[config.mk]
export PLATFORM = sky130hd
export DESIGN_NAME = modem_uart_rx
export DESIGN_NICKNAME = d
export VERILOG_FILES = /design/src/rtl/mrx_pkg.sv /design/src/rtl/mrx_sync.sv /design/src/rtl/mrx_tick_gen.sv /design/src/rtl/mrx_bit_voter.sv /design/src/rtl/mrx_frame_fsm.sv /design/src/rtl/modem_uart_rx.sv
export SDC_FILE = /design/constraint.sdc
export NUM_CORES = 1
export LEC_CHECK = 0
export ABC_AREA = 1
export BUFFER_PORTS_ARGS = -buffer_cell sky130_fd_sc_hd__buf_2
export CORE_UTILIZATION = 45
export DETAILED_ROUTE_END_ITERATION = 16
export MAX_ROUTING_LAYER = met4
export PLACE_DENSITY = 0.73
export SLEW_MARGIN = 25
export SYNTH_ARGS = -nofsm -noshare
export SYNTH_HDL_FRONTEND = slang
export SYNTH_SLANG_ARGS = --single-unit
export TNS_END_PERCENT = 20
[constraint.sdc]
create_clock -name clk_i -period 1.8 [get_ports clk_i]
set_clock_uncertainty 0.15 [all_clocks]
set_input_delay 0.09 -clock clk_i [delete_from_list [all_inputs] [get_ports clk_i]]
set_output_delay 0.09 -clock clk_i [all_outputs]
set_load 0.05 [all_outputs]
[src/rtl/mrx_pkg.sv]
package mrx_pkg;

    parameter int unsigned MRX_DATA_W = 8;

    typedef enum logic [2:0] {
        ST_IDLE   = 3'd0,
        ST_START  = 3'd1,
        ST_DATA   = 3'd2,
        ST_PARITY = 3'd3,
        ST_STOP   = 3'd4
    } mrx_state_e;

    typedef struct packed {
        logic                  valid;
        logic                  frm_err;
        logic                  par_err;
        logic [MRX_DATA_W-1:0] data;
    } mrx_result_t;

    function automatic logic mrx_maj3(input logic a, input logic b, input logic c);
        return (a & b) | (a & c) | (b & c);
    endfunction

    function automatic logic mrx_even_par(input logic [MRX_DATA_W-1:0] d);
        return ^d;
    endfunction

endpackage

[src/rtl/mrx_sync.sv]
module mrx_sync #(
    parameter int unsigned STAGES  = 2,
    parameter bit          RST_VAL = 1'b0
) (
    input  logic clk_i,
    input  logic rst_i,
    input  logic d_i,
    output logic q_o
);
    logic [STAGES-1:0] chain;

    always_ff @(posedge clk_i) begin
        if (rst_i) chain <= {STAGES{RST_VAL}};
        else       chain <= {chain[STAGES-2:0], d_i};
    end

    assign q_o = chain[STAGES-1];
endmodule

[src/rtl/mrx_tick_gen.sv]
module mrx_tick_gen #(
    parameter int unsigned CLK_DIV = 4
) (
    input  logic clk_i,
    input  logic rst_i,
    output logic tick_o
);
    generate
        if (CLK_DIV <= 1) begin : g_every_clock
            assign tick_o = 1'b1;
        end else begin : g_divider
            localparam int unsigned CW = $clog2(CLK_DIV);
            logic [CW-1:0] cnt;

            always_ff @(posedge clk_i) begin
                if (rst_i)                          cnt <= '0;
                else if (cnt == CW'(CLK_DIV - 1))   cnt <= '0;
                else                                cnt <= cnt + 1'b1;
            end

            assign tick_o = (cnt == CW'(CLK_DIV - 1));

            AST_TICK_GAP: assert property (@(posedge clk_i) disable iff (rst_i)
                tick_o |=> !tick_o);
        end
    endgenerate
endmodule

[src/rtl/mrx_bit_voter.sv]
module mrx_bit_voter
    import mrx_pkg::*;
#(
    parameter int unsigned OSR = 16
) (
    input  logic                   clk_i,
    input  logic                   rst_i,
    input  logic                   tick_i,
    input  logic                   active_i,
    input  logic [$clog2(OSR)-1:0] phase_i,
    input  logic                   rx_i,
    output logic                   vote_o,
    output logic                   ready_o
);
    localparam int unsigned PW  = $clog2(OSR);
    localparam int unsigned MID = OSR / 2;

    logic s_early;
    logic s_mid;

    always_ff @(posedge clk_i) begin
        if (rst_i) begin
            s_early <= 1'b0;
            s_mid   <= 1'b0;
            vote_o  <= 1'b0;
            ready_o <= 1'b0;
        end else begin
            ready_o <= 1'b0;
            if (active_i && tick_i) begin
                if (phase_i == PW'(MID - 1)) s_early <= rx_i;
                if (phase_i == PW'(MID))     s_mid   <= rx_i;
                if (phase_i == PW'(MID + 1)) begin
                    vote_o  <= mrx_maj3(s_early, s_mid, rx_i);
                    ready_o <= 1'b1;
                end
            end
        end
    end

    AST_VOTE_ON_TICK: assert property (@(posedge clk_i) disable iff (rst_i)
        ready_o |-> $past(tick_i && active_i));
    AST_VOTE_SINGLE: assert property (@(posedge clk_i) disable iff (rst_i)
        ready_o |=> !ready_o);
endmodule

[src/rtl/mrx_frame_fsm.sv]
module mrx_frame_fsm
    import mrx_pkg::*;
#(
    parameter int unsigned OSR = 16
) (
    input  logic                   clk_i,
    input  logic                   rst_i,
    input  logic                   tick_i,
    input  logic                   rx_i,
    input  logic                   cd_i,
    input  logic                   vote_i,
    input  logic                   vote_ready_i,
    output logic                   active_o,
    output logic [$clog2(OSR)-1:0] phase_o,
    output mrx_result_t            result_o
);
    localparam int unsigned PW = $clog2(OSR);
    localparam int unsigned BW = $clog2(MRX_DATA_W);

    mrx_state_e            state;
    logic [PW-1:0]         phase;
    logic [BW-1:0]         bit_cnt;
    logic [MRX_DATA_W-1:0] shreg;
    logic                  par_bit;
    logic                  line_high;

    always_ff @(posedge clk_i) begin
        if (rst_i) begin
            state     <= ST_IDLE;
            phase     <= '0;
            bit_cnt   <= '0;
            shreg     <= '0;
            par_bit   <= 1'b0;
            line_high <= 1'b0;
            result_o  <= '0;
        end else begin
            result_o.valid   <= 1'b0;
            result_o.frm_err <= 1'b0;

            if (tick_i) begin
                line_high <= rx_i;
                if (state != ST_IDLE) begin
                    if (phase == PW'(OSR - 1)) phase <= '0;
                    else                       phase <= phase + 1'b1;
                end
            end

            if (!cd_i) begin
                state <= ST_IDLE;
            end else begin
                case (state)
                    ST_IDLE: begin
                        if (tick_i && line_high && !rx_i) begin
                            state <= ST_START;
                            phase <= PW'(1);
                        end
                    end
                    ST_START: begin
                        if (vote_ready_i) begin
                            if (vote_i) begin
                                state <= ST_IDLE;
                            end else begin
                                state   <= ST_DATA;
                                bit_cnt <= '0;
                            end
                        end
                    end
                    ST_DATA: begin
                        if (vote_ready_i) begin
                            shreg <= {vote_i, shreg[MRX_DATA_W-1:1]};
                            if (bit_cnt == BW'(MRX_DATA_W - 1)) state <= ST_PARITY;
                            else                               bit_cnt <= bit_cnt + 1'b1;
                        end
                    end
                    ST_PARITY: begin
                        if (vote_ready_i) begin
                            par_bit <= vote_i;
                            state   <= ST_STOP;
                        end
                    end
                    ST_STOP: begin
                        if (vote_ready_i) begin
                            if (vote_i) begin
                                result_o.valid   <= 1'b1;
                                result_o.data    <= shreg;
                                result_o.par_err <= mrx_even_par(shreg) ^ par_bit;
                            end else begin
                                result_o.frm_err <= 1'b1;
                            end
                            state <= ST_IDLE;
                        end
                    end
                    default: state <= ST_IDLE;
                endcase
            end
        end
    end

    assign active_o = (state != ST_IDLE);
    assign phase_o  = phase;

    AST_CD_FORCES_IDLE: assert property (@(posedge clk_i) disable iff (rst_i)
        !cd_i |=> (state == ST_IDLE));
    AST_ABORT_SILENT: assert property (@(posedge clk_i) disable iff (rst_i)
        (state != ST_IDLE && !cd_i) |=> !(result_o.valid || result_o.frm_err));
    AST_GLITCH_DROP: assert property (@(posedge clk_i) disable iff (rst_i)
        (state == ST_START && vote_ready_i && vote_i) |=> (state == ST_IDLE && !result_o.valid));
    AST_RESULT_FROM_STOP: assert property (@(posedge clk_i) disable iff (rst_i)
        (result_o.valid || result_o.frm_err) |-> $past(state == ST_STOP && vote_ready_i));
endmodule

[src/rtl/modem_uart_rx.sv]
module modem_uart_rx
    import mrx_pkg::*;
#(
    parameter int unsigned CLK_DIV     = 4,
    parameter int unsigned OSR         = 16,
    parameter int unsigned SYNC_STAGES = 2
) (
    input  logic                  clk_i,
    input  logic                  rst_i,
    input  logic                  rxd_i,
    input  logic                  cd_i,
    output logic [MRX_DATA_W-1:0] byte_o,
    output logic                  valid_o,
    output logic                  par_err_o,
    output logic                  frm_err_o
);
    localparam int unsigned PW = $clog2(OSR);

    logic          rx_s;
    logic          cd_s;
    logic          tick;
    logic          active;
    logic [PW-1:0] phase;
    logic          vote;
    logic          vote_ready;
    mrx_result_t   result;

    mrx_sync #(.STAGES(SYNC_STAGES), .RST_VAL(1'b1)) u_rx_sync (
        .clk_i (clk_i), .rst_i (rst_i), .d_i (rxd_i), .q_o (rx_s)
    );

    mrx_sync #(.STAGES(SYNC_STAGES), .RST_VAL(1'b0)) u_cd_sync (
        .clk_i (clk_i), .rst_i (rst_i), .d_i (cd_i), .q_o (cd_s)
    );

    mrx_tick_gen #(.CLK_DIV(CLK_DIV)) u_tick (
        .clk_i (clk_i), .rst_i (rst_i), .tick_o (tick)
    );

    mrx_bit_voter #(.OSR(OSR)) u_voter (
        .clk_i    (clk_i),
        .rst_i    (rst_i),
        .tick_i   (tick),
        .active_i (active),
        .phase_i  (phase),
        .rx_i     (rx_s),
        .vote_o   (vote),
        .ready_o  (vote_ready)
    );

    mrx_frame_fsm #(.OSR(OSR)) u_fsm (
        .clk_i        (clk_i),
        .rst_i        (rst_i),
        .tick_i       (tick),
        .rx_i         (rx_s),
        .cd_i         (cd_s),
        .vote_i       (vote),
        .vote_ready_i (vote_ready),
        .active_o     (active),
        .phase_o      (phase),
        .result_o     (result)
    );

    assign byte_o    = result.data;
    assign valid_o   = result.valid;
    assign par_err_o = result.par_err;
    assign frm_err_o = result.frm_err;

    AST_VALID_PULSE: assert property (@(posedge clk_i) disable iff (rst_i)
        valid_o |=> !valid_o);
    AST_VALID_FERR_EXCL: assert property (@(posedge clk_i) disable iff (rst_i)
        !(valid_o && frm_err_o));
    AST_BYTE_HOLD: assert property (@(posedge clk_i) disable iff (rst_i)
        !valid_o |-> $stable(byte_o));
    AST_PERR_HOLD: assert property (@(posedge clk_i) disable iff (rst_i)
        !valid_o |-> $stable(par_err_o));
endmodule

Yosys cells after proc, flatten, opt, wreduce, memory -nomap -nowiden
Cells that the tools add are included.
{ "classes": {"add_sub_neg": 3, "n_eq_ne": 18, "mux": 22, "bitwise": 10, "reduce_logical": 20} }
{ "ops": {"columns": ["cell", "n"], "rows": [
  ["$mux W3", 10],
  ["$mux W4", 6],
  ["$pmux W3 S5", 1],
  ["$eq A4 B4 Y1 const B", 3],
  ["$ne A2 B2 Y1 const B", 6],
  ["$reduce_and A6 Y1", 2],
  ["$reduce_xor A8 Y1", 1],
  ["$eq A3 B2 Y1 const B", 2],
  ["$eq A3 B3 Y1 const B", 2],
  ["$pmux W3 S2", 1],
  ["$reduce_and A2 Y1", 3],
  ["$reduce_and A3 Y1", 2],
  ["$reduce_or A2 Y1", 3],
  ["$add A4 B1 Y4 const B", 1],
  ["$eq A4 B3 Y1 const B", 1],
  ["$ne A2 B1 Y1 const B", 2],
  ["$not A1 Y1", 4],
  ["$reduce_and A4 Y1", 1],
  ["$reduce_or A4 Y1", 1],
  ["$add A3 B1 Y3 const B", 1],
  ["$and A1 B1 Y1", 3],
  ["$eq A3 B1 Y1 const B", 1],
  ["$logic_and A1 B1 Y1", 3],
  ["$logic_not A3 Y1", 1],
  ["9 further kinds", 12]
]} }
{ "totals": {"reg_bits": 41, "inputBits": 4} }

Depth between registers and ports, before layout
{ "logic_depth": {"word_depth": 7, "mapped_depth": 11, "mapped_depth_nobuf": 11} }

By module
Synthesis repeated with hierarchy kept, for this count alone.
{ "unflattened": {"hier_cells": 271, "area_unflattened_um2": 1921.8} }
{ "by_module_without_submodules": {"columns": ["module", "instances", "cells_per_inst", "area_per_inst_um2", "seq_area_each_um2"], "rows": [
  ["mrx_frame_fsm", 1, 209, 1496.4, 620.6],
  ["mrx_bit_voter", 1, 40, 236.5, 80.1],
  ["mrx_tick_gen", 1, 9, 75.1, 40.0],
  ["mrx_sync at u_rx_sync", 1, 7, 58.8, 40.0],
  ["mrx_sync at u_cd_sync", 1, 6, 55.1, 40.0]
]} }

Worst setup path before layout
OpenSTA, ideal clock, no wires.
{ "synth_path": {"path_kind": "register to register", "from": "reg u_tick.g_divider.cnt[0]", "to": "reg u_fsm.state[2]", "setup_time_ps": 116, "arrival_time_ps": 1205, "t_required_ps": 1534, "setup_slack_ps": 329, "path_stages_with_launch": 9, "n_path_buf": 0, "period_less_slack_ps": 1471, "cell_sequence": "dfxtp_1 ha_1 inv_1 nor3_2 nor2_1 a21oi_1 nand2_1 o21ai_0 nor2_1"} }
{ "synth_via": {"elab_chain_cells": 5} }
{ "synth_rtl": {"columns": ["item", "line", "text"], "rows": [
  ["start, declared", "mrx_tick_gen.sv:13", "logic [CW-1:0] cnt;"],
  ["start signal, assigned", "mrx_tick_gen.sv:18", "else cnt <= cnt + 1'b1;"],
  ["$eq A2 B2 Y1", "mrx_tick_gen.sv:21", "assign tick_o = (cnt == CW'(CLK_DIV - 1));"],
  ["$logic_and A1 B1 Y1 (2 in a row)", "mrx_frame_fsm.sv:53", "if (tick_i && line_high && !rx_i) begin"],
  ["$ne A2 B1 Y1 (no line)", null, null],
  ["$reduce_and A6 Y1 (no line)", null, null],
  ["end signal, assigned", "mrx_frame_fsm.sv:54", "state <= ST_START;"],
  ["end signal, assigned", "mrx_frame_fsm.sv:61", "state <= ST_IDLE;"],
  ["end signal, assigned", "mrx_frame_fsm.sv:63", "state <= ST_DATA;"],
  ["end, declared", "mrx_frame_fsm.sv:20", "mrx_state_e state;"]
]} }
Every way passes these cells.
A chain may end at the register's enable or synchronous reset.

Worst setup path in the final report
{ "layout_path": {"from": "reg u_tick.g_divider.cnt[0]", "to": "reg u_fsm.state[1]"} }
Same word-level chain as after synthesis.

==> results.toml <==
[run_status]
run_status = "finished clean"

[sta]
final.setup.tns_ns = 0
tightest_slew_ns = 0.582
fmax_ghz = 0.623
layout_worst_path_cycle_share_pct = 89.2
max-slew-margin-rel_pct = 61.2
unrepaired_setup_endpoints_after_global_routing = "no"
setup_viol_count_final = 0
slew_viol_final = 0
final.min_clock_period_ns = 1.61
hold_viol = 0

[yosys]
post_synth_top_area_cell = "sky130_fd_sc_hd__dfxtp_1"
synthesis.nets = 270
synth_compound_gate_area_share_pct = 16.9
synth_area_in_xor_xnor_pct = 0.464
synth_simple_gate_area_share_pct = 25.5
yosys.area_share.adder_pct = 4.51
portion_of_synthesized_cell_area_occupied_by_the_leading_cell_type_pct = 43.5
synth_cells = 260
muxShareOfSynthArea_pct = 0
synth_top_area_cells = "sky130_fd_sc_hd__dfxtp_1, sky130_fd_sc_hd__nand2_1, sky130_fd_sc_hd__a21oi_1, sky130_fd_sc_hd__o21ai_0, sky130_fd_sc_hd__inv_1"
yosys_warnings = 0
post_synth.cell_area_avg_sq_um = 7.26
ys_seq_elements = 41
yosys.cell_types.count = 29
ys_seq_area_share_pct = 43.5
synth_top_family_by_area = "simple AND/OR/NAND/NOR gates"
post_synth_instance_area_sq_um = 1890

[floorplanning]
start_util_pct = 47.2
dieWidth_um = 66.8
design.die.area_sq_um = 4460
dieHeight_um = 66.8
io_pins = 15
placement_rows = 23
placeableCoreArea_sq_um = 4000

[grt]
grt_first_pass_wirelength_um = 5750
grt_usage_pct = 17.6
antenna_found_initial = 0
pin_count_of_the_biggest_net_entering_global_routing = 21
global_route.overflow_total = 0
grt_pass1_vias = 1384

[clock_network]
clock_tree.htree_level_count = 2
cts_hold_repair.buffers = 2
cts_inserted_buffers = 5
clk_pin_slew_worst_setup_hold_paths_ns = 0.08
tritoncts = "built"
cts.sink_count = 41
ctsLongestPathBuffers = 2
cts_root_buffer = "sky130_fd_sc_hd__clkbuf_8"
cts_post_setup_buffers_inserted = 0
insertion_delay_ns = 0.29
cts.repair.resized = 0

[routing]
route.detailed.wl_per_inst_um = 10.2
num_vias = 1612
detail_route.first_pass.iterations = 4
routed_wirelength_um = 3390
ant_nets = 0
via_per_inst = 4.86
first_iter_violations = 78
drc_errors = 0

[worst_setup_path]
worst-endpoint-arrival_ns = 1.65
crit_path_max_incr_delay_ns = 0.33
crit_path_end_kind = "flip-flop"
worst_path_most_repeated_cell = "sky130_fd_sc_hd__nor2_1"
critPathTopFamily = "simple AND/OR/NAND/NOR gates"
timing_worst_setup_path_type = "flip-flop to flip-flop"
crit_path_start_kind = "flip-flop"
cpMaxStageDelayCell = "sky130_fd_sc_hd__dfxtp_1"
path_buf_inv = 1
crit_required_ns = 1.84
timing.critical_path.cells = "ha_1 -> inv_1 -> nor3_2 -> nor2_1 -> a21oi_1 -> nand2_1 -> o21ai_0 -> nor2_1"
crit_path_max_fanout = 5

[power_and_ir_drop]
switchingPower_uw = 348
p_int_uw = 1290
comb_power_share_pct = 3.5
power_leakage_uw = 0.000941
power_switching_share_pct = 21.2
p_per_area_nw_per_um2 = 767
clock_power_share_pct = 39.9
share_seq_of_total_power_pct = 56.6
peakVddDrop_v = 0.000440

[place]
place_area_sq_um = 2010
finalWeightedCongestion = 0.882
buffer_ports.inserted = 14
hpwl_um = 2460

[run]
max-cap-violations = 0

[finish]
number_of_fill_cells = 395
ratio_of_cells_with_drive_above_1_in_the_final_layout_pct = 14.9
post-route-cell-area_sq_um = 2130
syn_to_final_growth_pct = 13.1
final_util_pct = 53.4
antenna_cells = 0
num-nets-final = 291
multi_input_comb_area_sq_um = 895
sequential_cell_area_sq_um = 821

[hold_path]
timing.hold.worst.class = "primary input to flip-flop"
-- state kept, by name (all words and copies together), names as in the netlist, 2 cells and up --
register	flops
u_rx_sync.chain	2
u_fsm.state	3
u_fsm.shreg	8
u_fsm.result_o	11
u_cd_sync.chain	2
u_fsm.phase_o	4
u_tick.g_divider.cnt	2
u_fsm.bit_cnt	3
-- cell families after synthesis --
group | after synthesis
XOR/XNOR | 1
buffers and inverters | 43
flip-flops | 41
AND/OR/NAND/NOR | 107
AO/OA/AOI/OAI | 61
adder cells (fa/ha/maj) | 7
-- layer usage --
metal  global-route usage, %  vias to the layer above  part of all wire [%]
met5                       -                        -                     0
met4                    4.79                        0                  0.94
met3                    5.14                        6                   3.3
met2                    29.9                       21                    46
met1                    19.9                      709                    49
li1                        -                      876                     -
-- synth_stat cells --
master                     count
sky130_fd_sc_hd__nor2_4        1
sky130_fd_sc_hd__o21ai_2       1
sky130_fd_sc_hd__maj3_1        1
sky130_fd_sc_hd__nand2_1      52
sky130_fd_sc_hd__nor3_1        1
sky130_fd_sc_hd__xnor2_1       1
sky130_fd_sc_hd__nor3_2        1
sky130_fd_sc_hd__o21ai_0      27
sky130_fd_sc_hd__inv_2         4
sky130_fd_sc_hd__nand2_2       3
sky130_fd_sc_hd__ha_1          6
sky130_fd_sc_hd__buf_6         1
sky130_fd_sc_hd__nor2_2        1
sky130_fd_sc_hd__nor3_4        2
sky130_fd_sc_hd__inv_1        34
sky130_fd_sc_hd__nor2_1       31
sky130_fd_sc_hd__clkbuf_1      2
sky130_fd_sc_hd__buf_2         2
sky130_fd_sc_hd__a31oi_1       2
sky130_fd_sc_hd__a311oi_1      1
sky130_fd_sc_hd__nor3b_1       1
sky130_fd_sc_hd__nand4_1       2
sky130_fd_sc_hd__or2_2         3
sky130_fd_sc_hd__nand3_1       7
sky130_fd_sc_hd__o21ai_1       2
sky130_fd_sc_hd__a21oi_1      27
sky130_fd_sc_hd__a21oi_2       1
sky130_fd_sc_hd__nor4_1        2
sky130_fd_sc_hd__dfxtp_1      41
-- tightest hold or removal path, stage by stage --
cell                     delay (ns)
sky130_fd_sc_hd__buf_2         0.09
sky130_fd_sc_hd__buf_4         0.19
sky130_fd_sc_hd__nor2_1        0.06
-- layout by cell type (no fill, tap or decap), types with 2 or more instances in the layout --
cell / n
sky130_fd_sc_hd__nor4_1: 2
sky130_fd_sc_hd__buf_4: 3
sky130_fd_sc_hd__clkbuf_8: 7
sky130_fd_sc_hd__nand2_1: 52
sky130_fd_sc_hd__nand3_1: 7
sky130_fd_sc_hd__inv_1: 34
sky130_fd_sc_hd__o21ai_0: 27
sky130_fd_sc_hd__a21oi_1: 27
sky130_fd_sc_hd__inv_2: 4
sky130_fd_sc_hd__dfxtp_1: 41
sky130_fd_sc_hd__nand4_1: 2
sky130_fd_sc_hd__a31oi_1: 2
sky130_fd_sc_hd__ha_1: 6
sky130_fd_sc_hd__nor3_4: 2
sky130_fd_sc_hd__nor2_1: 31
sky130_fd_sc_hd__or2_2: 3
sky130_fd_sc_hd__buf_2: 14
sky130_fd_sc_hd__o21ai_1: 2
sky130_fd_sc_hd__dlygate4sd3_1: 2
sky130_fd_sc_hd__nand2_2: 3
-- power by group through the flow --
stage | Sequential, uW | Combinational (uW) | Clock [uW]
floorplan | 946 | 38.1 | 0
global placement | 948 | 52.7 | 0
detailed placement | 948 | 54.4 | 0
CTS | 926 | 57.8 | 674
global route | 928 | 66.0 | 711
finish | 927 | 56.9 | 654
-- area by class of cell --
class | instances | area share, %
Clock buffer | 7 | 4.51
Clock inverter | 1 | 0.234
Inverter | 38 | 6.68
Multi-Input combinational cell | 176 | 41.9
Sequential cell | 41 | 38.5
Tap cell | 50 | 2.93
Timing Repair Buffer | 19 | 5.28
-- path summary, 6_finish.rpt --
path	startpoint	to	slack, ns	cells after the start
worst min register to register	u_cd_sync.chain[0]	u_cd_sync.chain[1]	0.25	2
worst max register to register	u_tick.g_divider.cnt[0]	u_fsm.state[1]	0.19	8
worst max-delay path	u_tick.g_divider.cnt[0]	u_fsm.state[1]	0.19	8
worst min-delay path	rst_i	u_cd_sync.chain[1]	0.03	3
-- stage by stage --
stage	cells	worst slack (ns)	hold slack, ns	power (uW)
5_1_grt	332	0.00593	0.0365	1710
6_report	332	0.194	0.0263	1640
3_3_place_gp	322	0.256	0.128	1000
3_5_place_dp	322	0.197	0.128	1000
4_1_cts	332	0.190	0.0275	1660
2_1_floorplan	260	0.329	0.0187	984
(Power assumes the default switching activity.)
